<file path="src/rtl/spm_pkg.sv">
package spm_pkg;
  typedef enum logic [1:0] {
    RB_IDLE  = 2'd0,
    RB_READ  = 2'd1,
    RB_WRITE = 2'd2
  } rb_state_e;
endpackage

</file>
<file path="src/rtl/spm_write_lanes.sv">
module spm_write_lanes #(
  parameter int NLANE  = 4,
  parameter int LANE_W = 16
) (
  input  logic [NLANE*LANE_W-1:0]     host_wdata,
  output logic [(NLANE+1)*LANE_W-1:0] chan_wdata
);
  localparam int NCH = NLANE + 1;

  function automatic logic [LANE_W-1:0] lane_parity(input logic [NLANE*LANE_W-1:0] word);
    logic [LANE_W-1:0] acc;
    acc = '0;
    for (int l = 0; l < NLANE; l++) acc = acc ^ word[l*LANE_W +: LANE_W];
    return acc;
  endfunction

  for (genvar i = 0; i < NLANE; i++) begin : g_lane
    assign chan_wdata[i*LANE_W +: LANE_W] = host_wdata[i*LANE_W +: LANE_W];
  end
  assign chan_wdata[(NCH-1)*LANE_W +: LANE_W] = lane_parity(host_wdata);
endmodule

</file>
<file path="src/rtl/spm_read_merge.sv">
module spm_read_merge #(
  parameter int NLANE    = 4,
  parameter int LANE_W   = 16,
  parameter int CH_IDX_W = 3
) (
  input  logic                         clk,
  input  logic                         rst_n,
  input  logic                         rd_issue,
  input  logic                         degraded,
  input  logic [CH_IDX_W-1:0]          bad,
  input  logic [(NLANE+1)*LANE_W-1:0]  ch_rdata,
  output logic [LANE_W-1:0]            reb_value,
  output logic [NLANE*LANE_W-1:0]      host_rdata,
  output logic                         host_rvalid
);
  localparam int NCH = NLANE + 1;

  logic                    pend_q;
  logic                    recon_q;
  logic [CH_IDX_W-1:0]     bad_r;
  logic [NLANE*LANE_W-1:0] merged;

  // XOR of every channel except one: recovers the skipped channel
  function automatic logic [LANE_W-1:0] xor_except(input logic [NCH*LANE_W-1:0] v,
                                                   input logic [CH_IDX_W-1:0] skip);
    logic [LANE_W-1:0] acc;
    acc = '0;
    for (int c = 0; c < NCH; c++)
      if (CH_IDX_W'(c) != skip) acc = acc ^ v[c*LANE_W +: LANE_W];
    return acc;
  endfunction

  for (genvar i = 0; i < NLANE; i++) begin : g_merge
    assign merged[i*LANE_W +: LANE_W] = (recon_q && bad_r == CH_IDX_W'(i))
                                        ? xor_except(ch_rdata, CH_IDX_W'(i))
                                        : ch_rdata[i*LANE_W +: LANE_W];
  end

  assign reb_value = xor_except(ch_rdata, bad);

  always_ff @(posedge clk or negedge rst_n) begin
    if (!rst_n) begin
      pend_q      <= 1'b0;
      recon_q     <= 1'b0;
      bad_r       <= '0;
      host_rvalid <= 1'b0;
      host_rdata  <= '0;
    end else begin
      pend_q      <= rd_issue;
      recon_q     <= degraded;
      bad_r       <= bad;
      host_rvalid <= pend_q;
      if (pend_q) host_rdata <= merged;
    end
  end

  assert_rvalid_timing_R2: assert property (@(posedge clk) disable iff (!rst_n)
    rd_issue |=> ##1 host_rvalid);
endmodule

</file>
<file path="src/rtl/spm_rebuild_seq.sv">
module spm_rebuild_seq
  import spm_pkg::*;
#(
  parameter int ADDR_W = 10
) (
  input  logic              clk,
  input  logic              rst_n,
  input  logic              start,
  input  logic              host_req,
  input  logic              host_we,
  input  logic [ADDR_W-1:0] host_addr,
  output logic              busy,
  output logic              rd_issue,
  output logic              wr_issue,
  output logic              done,
  output logic [ADDR_W-1:0] reb_addr
);
  localparam logic [ADDR_W-1:0] LAST_ADDR = {ADDR_W{1'b1}};

  rb_state_e st_q;
  logic      host_wr;
  logic      retry;
  logic      advance;

  always_comb begin
    host_wr  = host_req && host_we;
    rd_issue = (st_q == RB_READ) && !host_req;
    wr_issue = (st_q == RB_WRITE) && !host_wr;
    // host write elsewhere steals the port: read again; same address: host data is current
    retry    = (st_q == RB_WRITE) && host_wr && (host_addr != reb_addr);
    advance  = (st_q == RB_WRITE) && !retry;
    done     = advance && (reb_addr == LAST_ADDR);
    busy     = (st_q != RB_IDLE);
  end

  always_ff @(posedge clk or negedge rst_n) begin
    if (!rst_n) begin
      st_q     <= RB_IDLE;
      reb_addr <= '0;
    end else begin
      unique case (st_q)
        RB_IDLE:  if (start) begin
                    st_q     <= RB_READ;
                    reb_addr <= '0;
                  end
        RB_READ:  if (rd_issue) st_q <= RB_WRITE;
        RB_WRITE: begin
                    if (retry)      st_q <= RB_READ;
                    else if (done)  st_q <= RB_IDLE;
                    else begin
                      st_q     <= RB_READ;
                      reb_addr <= reb_addr + 1'b1;
                    end
                  end
        default:  st_q <= RB_IDLE;
      endcase
    end
  end

  assert_yield_to_host_R8: assert property (@(posedge clk) disable iff (!rst_n)
    rd_issue |-> !host_req);
  assert_addr_ascends_R7: assert property (@(posedge clk) disable iff (!rst_n)
    (busy && $past(busy) && reb_addr != $past(reb_addr)) |-> reb_addr == $past(reb_addr) + 1'b1);
endmodule

</file>
<file path="src/rtl/stripe_parity_mem.sv">
module stripe_parity_mem #(
  parameter int NLANE  = 4,
  parameter int LANE_W = 16,
  parameter int ADDR_W = 10,
  localparam int NCH      = NLANE + 1,
  localparam int CH_IDX_W = $clog2(NCH),
  localparam int WORD_W   = NLANE * LANE_W
) (
  input  logic                    clk,
  input  logic                    rst_n,
  input  logic                    host_req,
  input  logic                    host_we,
  input  logic [ADDR_W-1:0]       host_addr,
  input  logic [WORD_W-1:0]       host_wdata,
  output logic [WORD_W-1:0]       host_rdata,
  output logic                    host_rvalid,
  output logic [NCH-1:0]          ch_en,
  output logic [NCH-1:0]          ch_we,
  output logic [NCH*ADDR_W-1:0]   ch_addr,
  output logic [NCH*LANE_W-1:0]   ch_wdata,
  input  logic [NCH*LANE_W-1:0]   ch_rdata,
  input  logic                    fail_set,
  input  logic [CH_IDX_W-1:0]     fail_id,
  input  logic                    rebuild_start,
  output logic                    degraded,
  output logic [CH_IDX_W-1:0]     bad_ch,
  output logic                    rebuild_busy
);
  localparam logic [CH_IDX_W-1:0] LAST_CH = CH_IDX_W'(NCH - 1);

  logic                  degraded_q;
  logic [CH_IDX_W-1:0]   bad_q;
  logic                  start_ok;
  logic                  rb_busy, rb_rd, rb_wr, rb_done;
  logic [ADDR_W-1:0]     reb_addr;
  logic [LANE_W-1:0]     reb_value;
  logic [NCH*LANE_W-1:0] host_chan_wdata;
  logic                  host_rd;

  assign host_rd  = host_req && !host_we;
  assign start_ok = rebuild_start && degraded_q && !rb_busy;

  always_ff @(posedge clk or negedge rst_n) begin
    if (!rst_n) begin
      degraded_q <= 1'b0;
      bad_q      <= '0;
    end else if (rb_done) begin
      degraded_q <= 1'b0;
    end else if (fail_set && !degraded_q && fail_id <= LAST_CH) begin
      degraded_q <= 1'b1;
      bad_q      <= fail_id;
    end
  end

  spm_write_lanes #(.NLANE(NLANE), .LANE_W(LANE_W)) u_write_lanes (
    .host_wdata (host_wdata),
    .chan_wdata (host_chan_wdata)
  );

  spm_read_merge #(.NLANE(NLANE), .LANE_W(LANE_W), .CH_IDX_W(CH_IDX_W)) u_read_merge (
    .clk         (clk),
    .rst_n       (rst_n),
    .rd_issue    (host_rd),
    .degraded    (degraded_q),
    .bad         (bad_q),
    .ch_rdata    (ch_rdata),
    .reb_value   (reb_value),
    .host_rdata  (host_rdata),
    .host_rvalid (host_rvalid)
  );

  spm_rebuild_seq #(.ADDR_W(ADDR_W)) u_rebuild_seq (
    .clk       (clk),
    .rst_n     (rst_n),
    .start     (start_ok),
    .host_req  (host_req),
    .host_we   (host_we),
    .host_addr (host_addr),
    .busy      (rb_busy),
    .rd_issue  (rb_rd),
    .wr_issue  (rb_wr),
    .done      (rb_done),
    .reb_addr  (reb_addr)
  );

  // per-channel port steering: host first, then the rebuild sequencer
  for (genvar c = 0; c < NCH; c++) begin : g_chan
    logic              is_bad;
    logic              c_en, c_we;
    logic [ADDR_W-1:0] c_addr;
    logic [LANE_W-1:0] c_wdata;

    assign is_bad = degraded_q && (bad_q == CH_IDX_W'(c));

    always_comb begin
      c_en    = 1'b0;
      c_we    = 1'b0;
      c_addr  = host_addr;
      c_wdata = host_chan_wdata[c*LANE_W +: LANE_W];
      if (host_req && host_we) begin
        c_en = !is_bad || rb_busy;
        c_we = c_en;
      end else if (is_bad) begin
        if (rb_wr) begin
          c_en    = 1'b1;
          c_we    = 1'b1;
          c_addr  = reb_addr;
          c_wdata = reb_value;
        end
      end else if (host_req) begin
        c_en = 1'b1;
      end else if (rb_rd) begin
        c_en   = 1'b1;
        c_addr = reb_addr;
      end
    end

    assign ch_en[c]                      = c_en;
    assign ch_we[c]                      = c_we;
    assign ch_addr[c*ADDR_W +: ADDR_W]   = c_addr;
    assign ch_wdata[c*LANE_W +: LANE_W]  = c_wdata;
  end

  assign degraded     = degraded_q;
  assign bad_ch       = bad_q;
  assign rebuild_busy = rb_busy;

  assert_full_write_R1: assert property (@(posedge clk) disable iff (!rst_n)
    (host_req && host_we && !degraded_q) |-> (ch_we == {NCH{1'b1}}));
  assert_skip_failed_write_R5: assert property (@(posedge clk) disable iff (!rst_n)
    (host_req && host_we && degraded_q && !rb_busy) |-> ($countones(ch_we) == NCH - 1 && !ch_we[bad_q]));
  assert_failed_idle_R4: assert property (@(posedge clk) disable iff (!rst_n)
    (degraded_q && !rb_busy) |-> !ch_en[bad_q]);
  assert_done_clears_R7: assert property (@(posedge clk) disable iff (!rst_n)
    $fell(rb_busy) |-> !degraded_q);
endmodule

</file>
<file path="config.mk">
export PLATFORM = sky130hd
export DESIGN_NAME = stripe_parity_mem
export DESIGN_NICKNAME = d
export VERILOG_FILES = /design/src/rtl/spm_pkg.sv /design/src/rtl/spm_write_lanes.sv /design/src/rtl/spm_read_merge.sv /design/src/rtl/spm_rebuild_seq.sv /design/src/rtl/stripe_parity_mem.sv
export SDC_FILE = /design/constraint.sdc
export NUM_CORES = 1
export LEC_CHECK = 0
export BUFFER_PORTS_ARGS = -buffer_cell sky130_fd_sc_hd__buf_2
export CAP_MARGIN = 40
export CORE_ASPECT_RATIO = 1.2
export CORE_UTILIZATION = 45
export CTS_BUF_LIST = sky130_fd_sc_hd__clkbuf_2
export DETAILED_ROUTE_END_ITERATION = 16
export PLACE_DENSITY_LB_ADDON = 0.15
export SKIP_CTS_REPAIR_TIMING = 1
export SYNTH_ARGS = -nofsm -noshare
export SYNTH_HDL_FRONTEND = slang
export SYNTH_SLANG_ARGS = --single-unit
</file>
<file path="constraint.sdc">
create_clock -name clk -period 2.4 [get_ports clk]
set_input_delay 0.36 -clock clk [delete_from_list [all_inputs] [get_ports clk]]
set_output_delay 0.36 -clock clk [all_outputs]
set_load 0.01 [all_outputs]
</file>
* Yosys cells after proc, flatten, opt, wreduce, memory -nomap -nowiden
Index checks and enable logic that the tools add are counted.
** Cells by class
- Reduce and logical (&&, ||, !) cells :: 47
- Multiplexer cells :: 71
- Magnitude comparators :: 1
- Bitwise gates (word level) :: 19
- Add/subtract/negate cells :: 1
- Equal/unequal tests :: 19
** Operator list (number)
- $mux 16 :: 24
- $xor 16x16->16 :: 18
- $mux 10 :: 16
- $mux 1 :: 26
- $logic_and 1x1->1 :: 21
- $pmux 10 s2 :: 1
- $eq 3x2->1 const B :: 4
- $logic_not 1->1 :: 11
- $add 10x1->10 const B :: 1
- $eq 10x10->1 const B :: 1
- $ne 10x10->1 :: 1
- $ne 2x2->1 const B :: 4
- $eq 3x1->1 const B :: 2
- $logic_not 3->1 :: 2
- $mux 2 :: 3
- $ne 2x3->1 const A :: 2
- $pmux 2 s3 :: 1
- $reduce_bool 2->1 :: 3
- $logic_or 1x1->1 :: 5
- $reduce_and 2->1 :: 2
- $reduce_and 4->1 :: 1
- $eq 3x3->1 const B :: 1
- $le 3x3->1 const B :: 1
- $ne 1x3->1 const A :: 1
- other kinds (6) :: 6
** Storage, ports and cells
- Bits of input ports :: 163
- Output and inout bits :: 210
- Flip-flop bits (word level) :: 86
- Word-level logic and storage cells :: 167

* Logic depth before layout (Yosys ltp)
- Depth after elaboration :: 13
- Mapped depth :: 9
- Depth with buffers taken out :: 7

* Modules after synthesis
From an unflattened synthesis, not the netlist that was laid out.
** Second synthesis, totals
- Cells, all modules :: 1286
- Area total of the unflattened synthesis :: 10702.8 sq um
** Modules (own cells, without submodules)
- spm_read_merge :: cells an instance 876, area an instance 6849.1 sq um, instances 1, seq. area each 1751.7 sq um
- stripe_parity_mem :: cells an instance 210, area an instance 2129.5 sq um, instances 1, seq. area each 100.1 sq um
- spm_write_lanes :: cells an instance 112, area an instance 900.9 sq um, instances 1, seq. area each 0.0 sq um
- spm_rebuild_seq :: cells an instance 88, area an instance 823.3 sq um, instances 1, seq. area each 300.3 sq um

* Least setup slack after synthesis
No wires, ideal clock.
- Path type :: reg-to-output
- Start :: register bad_q[2] (netlist: bad_ch[2])
- End :: output port ch_addr[10]
- Cell stages (with the launch flop) :: 8
- Setup slack :: 0.085 ns
- Data arrival time :: 1.955 ns
- Path buffers :: 2
- Required time :: 2.040 ns
- Cells stage by stage :: dfrtp_1 > and2b_2 > nand3b_2 > or3_1 > buf_2 > a21boi_1 > buf_6 > mux2_4
** On the way
- Word-level cells in the longest chain between the ends :: 4
** RTL lines
- start: declaration :: line stripe_parity_mem.sv:32 : logic [CH_IDX_W-1:0] bad_q;
- start signal: assignment :: line stripe_parity_mem.sv:51 : bad_q <= fail_id;
- $eq 3x1->1 :: line stripe_parity_mem.sv:93 : assign is_bad = degraded_q && (bad_q == CH_IDX_W'(c));
- $logic_and 1x1->1 :: line stripe_parity_mem.sv:93
- $mux 10 :: line stripe_parity_mem.sv:103 : end else if (is_bad) begin
- $mux 10 :: line stripe_parity_mem.sv:100 : if (host_req && host_we) begin
- end: declaration :: line stripe_parity_mem.sv:19 : output logic [NCH*ADDR_W-1:0] ch_addr,
Every way passes these cells.

* Worst setup path after layout
- Start :: register bad_q[0] (netlist: bad_ch[0])
- End :: output port ch_wdata[76]
** On the way
- Word-level cells in the longest chain between the ends :: 13
- Elaborated cells on any way between the ends :: 19
- Those cells by class :: eq/ne (5); mux (8); bitwise (4); reduce/logical (2)
** RTL lines
- $reduce_bool 3->1 :: line spm_read_merge.sv:29 : if (CH_IDX_W'(c) != skip) acc = acc ^ v[c*LANE_W +: LANE_W];
- $mux 16 :: line spm_read_merge.sv:29
- $xor 16x16->16 :: line spm_read_merge.sv:29
- $mux 16 :: line spm_read_merge.sv:29
- $xor 16x16->16 :: line spm_read_merge.sv:29
- $mux 16 :: line spm_read_merge.sv:29
- $xor 16x16->16 :: line spm_read_merge.sv:29
- $mux 16 :: line spm_read_merge.sv:29
- $xor 16x16->16 :: line spm_read_merge.sv:29
- $mux 16 :: line spm_read_merge.sv:29
- $mux 16 :: line stripe_parity_mem.sv:104 : if (rb_wr) begin
- $mux 16 (*) :: line stripe_parity_mem.sv:103
- $mux 16 (*) :: line stripe_parity_mem.sv:100
- end: declaration :: line stripe_parity_mem.sv:20 : output logic [NCH*LANE_W-1:0] ch_wdata,
Every way passes the cells marked *; elsewhere a longest branch is shown, timed or not.

==> impl_results.md <==
* Pleak at 5.94 nW
* Die area at 21100 sq um
* Vias in the first global route at 8980
* CTS tree: yes
* Final antenna-violating net count at 0
* Worst-path maximum fanout at 8
* Kind of critical path: reg2out
* RePlAce Congestion at 0.968
* Pre-CTS setup slack at -0.418 ns
* Async S/R FF share, synth at 1.00
* Worst Slack Setup Final at -0.857 ns
* Peak Freq at 0.307 GHz
* Yosys Warn Count at 0
* Slew Limit Fails at 0
* Worst EP arrival at 2.90 ns
* CTS root buffer: clkbuf_2
* Syn-to-layout area delta at 39.6%
* Max VDD drop at 0.312 mV
* Largest net degree at the start of global routing at 51
* Initial antenna violation count at 10
* Layout cells sized above 1 at 0.513
* Cells after Synth at 1061
* Tmin final at 3.26 ns
* Crit start category: flip-flop
* Placed Area at 11800 sq um
* CORE AREA at 20200 sq um
* Mapped cell area at 9240 sq um
* Clk sinks at 86
* Layout Skew at 0.0380 ns
* Clk_lat worst skew at 0.61 ns
* # rows at 57
* Nets at 1634
* RSZ-0062 raised after global routing: yes
* Total power at 8.10 mW
* DRT iter0 DRCs at 751
* Met1 usage at 0.353
* Drt via density at 5.49
* Dpl hpwl at 25900 um
* Synthesized Nets at 1225
* IO Port Bufs at 372
* CTS Buf Count at 9
* # IOs at 373
* GRT met2 Usage at 0.538
* Met3 Resource Use GR at 0.0681
* Worst min path class: in2reg
* Post-route DRC at 0
* Post-route cell area at 12900 sq um
* Status: complete, but fails checks
* First-pass GRT wire length at 50000 um
* Final hold slack at 0.0791 ns
* Crit. End Element: output port
* Gr ovfl total at 0
* Cell Count Post-Placement at 1700
* Initial Util at 0.458
* Clk buf depth at 2
* Clock transition at path regs at 0.24 ns
* Drt wl/cell at 19.4 um
* Top Usage Layer GRT: met2
* Fin. Hold Viols at 0
* Final setup violation count at 140
* Top_reg_cell synth: dfrtp_1
* Setup TNS at -93.91 ns
* Cell Pwr Density at 628 nW/um^2
* Slew margin rel. at 0.628
* Failing checks: setup timing
* Die Y at 159 um
* Avg Inst Size Synth at 8.71 sq um
* Number of synthesized register bits at 86
* Worst-margin pin slew at 0.558 ns
* EDFF count, synth at 0
* DR pass1 iterations at 5
* CP Data Required Time at 2.04 ns
* Synth unique cells at 56
* Final Cycle Share at 1.36
* Chip width at 133 um
* Final wirelength at 33800 um
* Non-filler instance count after layout at 1746
* Vias at 9587
* Final core occ at 0.639
* H-tree levels at 3
* Tot GR Track Use at 0.307
* Max_cap viols at 0
* Register area share after synthesis at 0.233
## cells in the final DEF, fill, tap and decap left out, types with 41 or more instances in the layout
master	n
buf_2	334
buf_4	91
mux2_4	41
xnor2_1	108
nand2_1	75
a21oi_1	59
nor2_1	42
dfrtp_1	82
o21ai_0	77
xor2_1	88
mux2_2	145
## cell families (layout without fill, tap and decap cells)
group | Yosys count | after routing | synth area share
flip-flops | 86 | 86 | 0.233
buffers and inverters | 112 | 526 | 0.0581
AND/OR/NAND/NOR | 209 | 209 | 0.108
other | 0 | 6 | 0
XOR/XNOR | 205 | 205 | 0.197
multiplexers | 195 | 195 | 0.241
AO/OA/AOI/OAI | 253 | 253 | 0.162
adder cells (fa/ha/maj) | 1 | 1 | 0.00135
## per-layer routing
| layer | vias up | share of wire |
|---|---|---|
| li1 | 4560 | - |
| met1 | 4544 | 0.38 |
| met2 | 400 | 0.50 |
| met3 | 75 | 0.069 |
| met4 | 8 | 0.044 |
| met5 | - | 0.0014 |
## final timing paths
kind	start	end	slack [ns]	cells past startpoint
worst min register to register	u_read_merge.host_rdata[20]	u_read_merge.host_rdata[20]	0.53	1
min in group asynchronous	rst_n	u_read_merge.host_rdata[60]	0.24	2
worst max register to register	u_rebuild_seq.st_q[0]	bad_ch[0]	0.22	7
worst max-delay path	bad_ch[0]	ch_wdata[76]	-0.86	10
max in group asynchronous	rst_n	u_read_merge.pend_q	1.41	3
worst min-delay path	ch_rdata[31]	u_read_merge.host_rdata[31]	0.08	3
## worst max-delay path, stage by stage (launching register included)
cell     delay (ns)
dfrtp_2        0.50
buf_6          0.14
or3_4          0.42
buf_8          0.17
a21oi_1        0.14
or3_4          0.14
a21oi_4        0.06
xnor2_4        0.16
buf_4          0.15
mux2_2         0.26
buf_2          0.14
## cell usage after synthesis, types with 2 or more instances
library cell,number,area share
o21ai_1,3,0.0016
a31oi_1,15,0.010
xnor2_1,114,0.11
mux2_1,2,0.0024
nor3_1,19,0.010
o21ai_0,84,0.046
and2_1,5,0.0034
buf_2,18,0.0098
a21oi_1,83,0.045
xnor2_2,3,0.0053
o211ai_1,4,0.0033
xor2_1,88,0.083
nor2_2,5,0.0034
nor3b_1,4,0.0033
o31a_1,15,0.014
a21boi_1,3,0.0024
o221ai_1,2,0.0019
dfrtp_1,86,0.23
a21o_1,2,0.0016
clkbuf_1,51,0.021
inv_1,21,0.0085
nand3b_1,2,0.0016
buf_6,4,0.0049
nand2_1,76,0.031
o311ai_0,16,0.015
mux2i_1,7,0.0076
nand4_1,3,0.0020
mux2_2,176,0.21
o22ai_1,15,0.010
or3_1,19,0.013
mux2_4,10,0.016
and3_1,3,0.0020
buf_4,17,0.014
nor2_1,45,0.018
a21oi_2,4,0.0038
nand2_2,2,0.0014
nor2b_1,3,0.0020
nand3_1,10,0.0054
nand2b_1,5,0.0034
## flip-flops by register name (all words and copies together), names as in the netlist
signal,cells
bad_ch,3
degraded,1
u_read_merge.bad_r,3
u_read_merge.host_rdata,64
u_read_merge.host_rvalid,1
u_read_merge.pend_q,1
u_read_merge.recon_q,1
u_rebuild_seq.reb_addr,10
u_rebuild_seq.st_q,2
## final cells by class
class                           count  area (sq um)
Fill cell                        1787          7290
Multi-Input combinational cell    863          6980
Timing Repair Buffer              489          3230
Sequential cell                    86          2160
Tap cell                          265           332
Inverter                           21          78.8
Clock buffer                       12          60.1
Clock inverter                      4          47.5
Antenna cell                        6          15.0
## where the power goes
group	leakage (nW)	switching, mW	total (mW)	internal, mW
logic	4.85	2.73	5.34	2.61
registers	1.02	0.207	1.98	1.78
clock network	0.0720	0.535	0.785	0.249
Power figures use the tool's default switching activity.
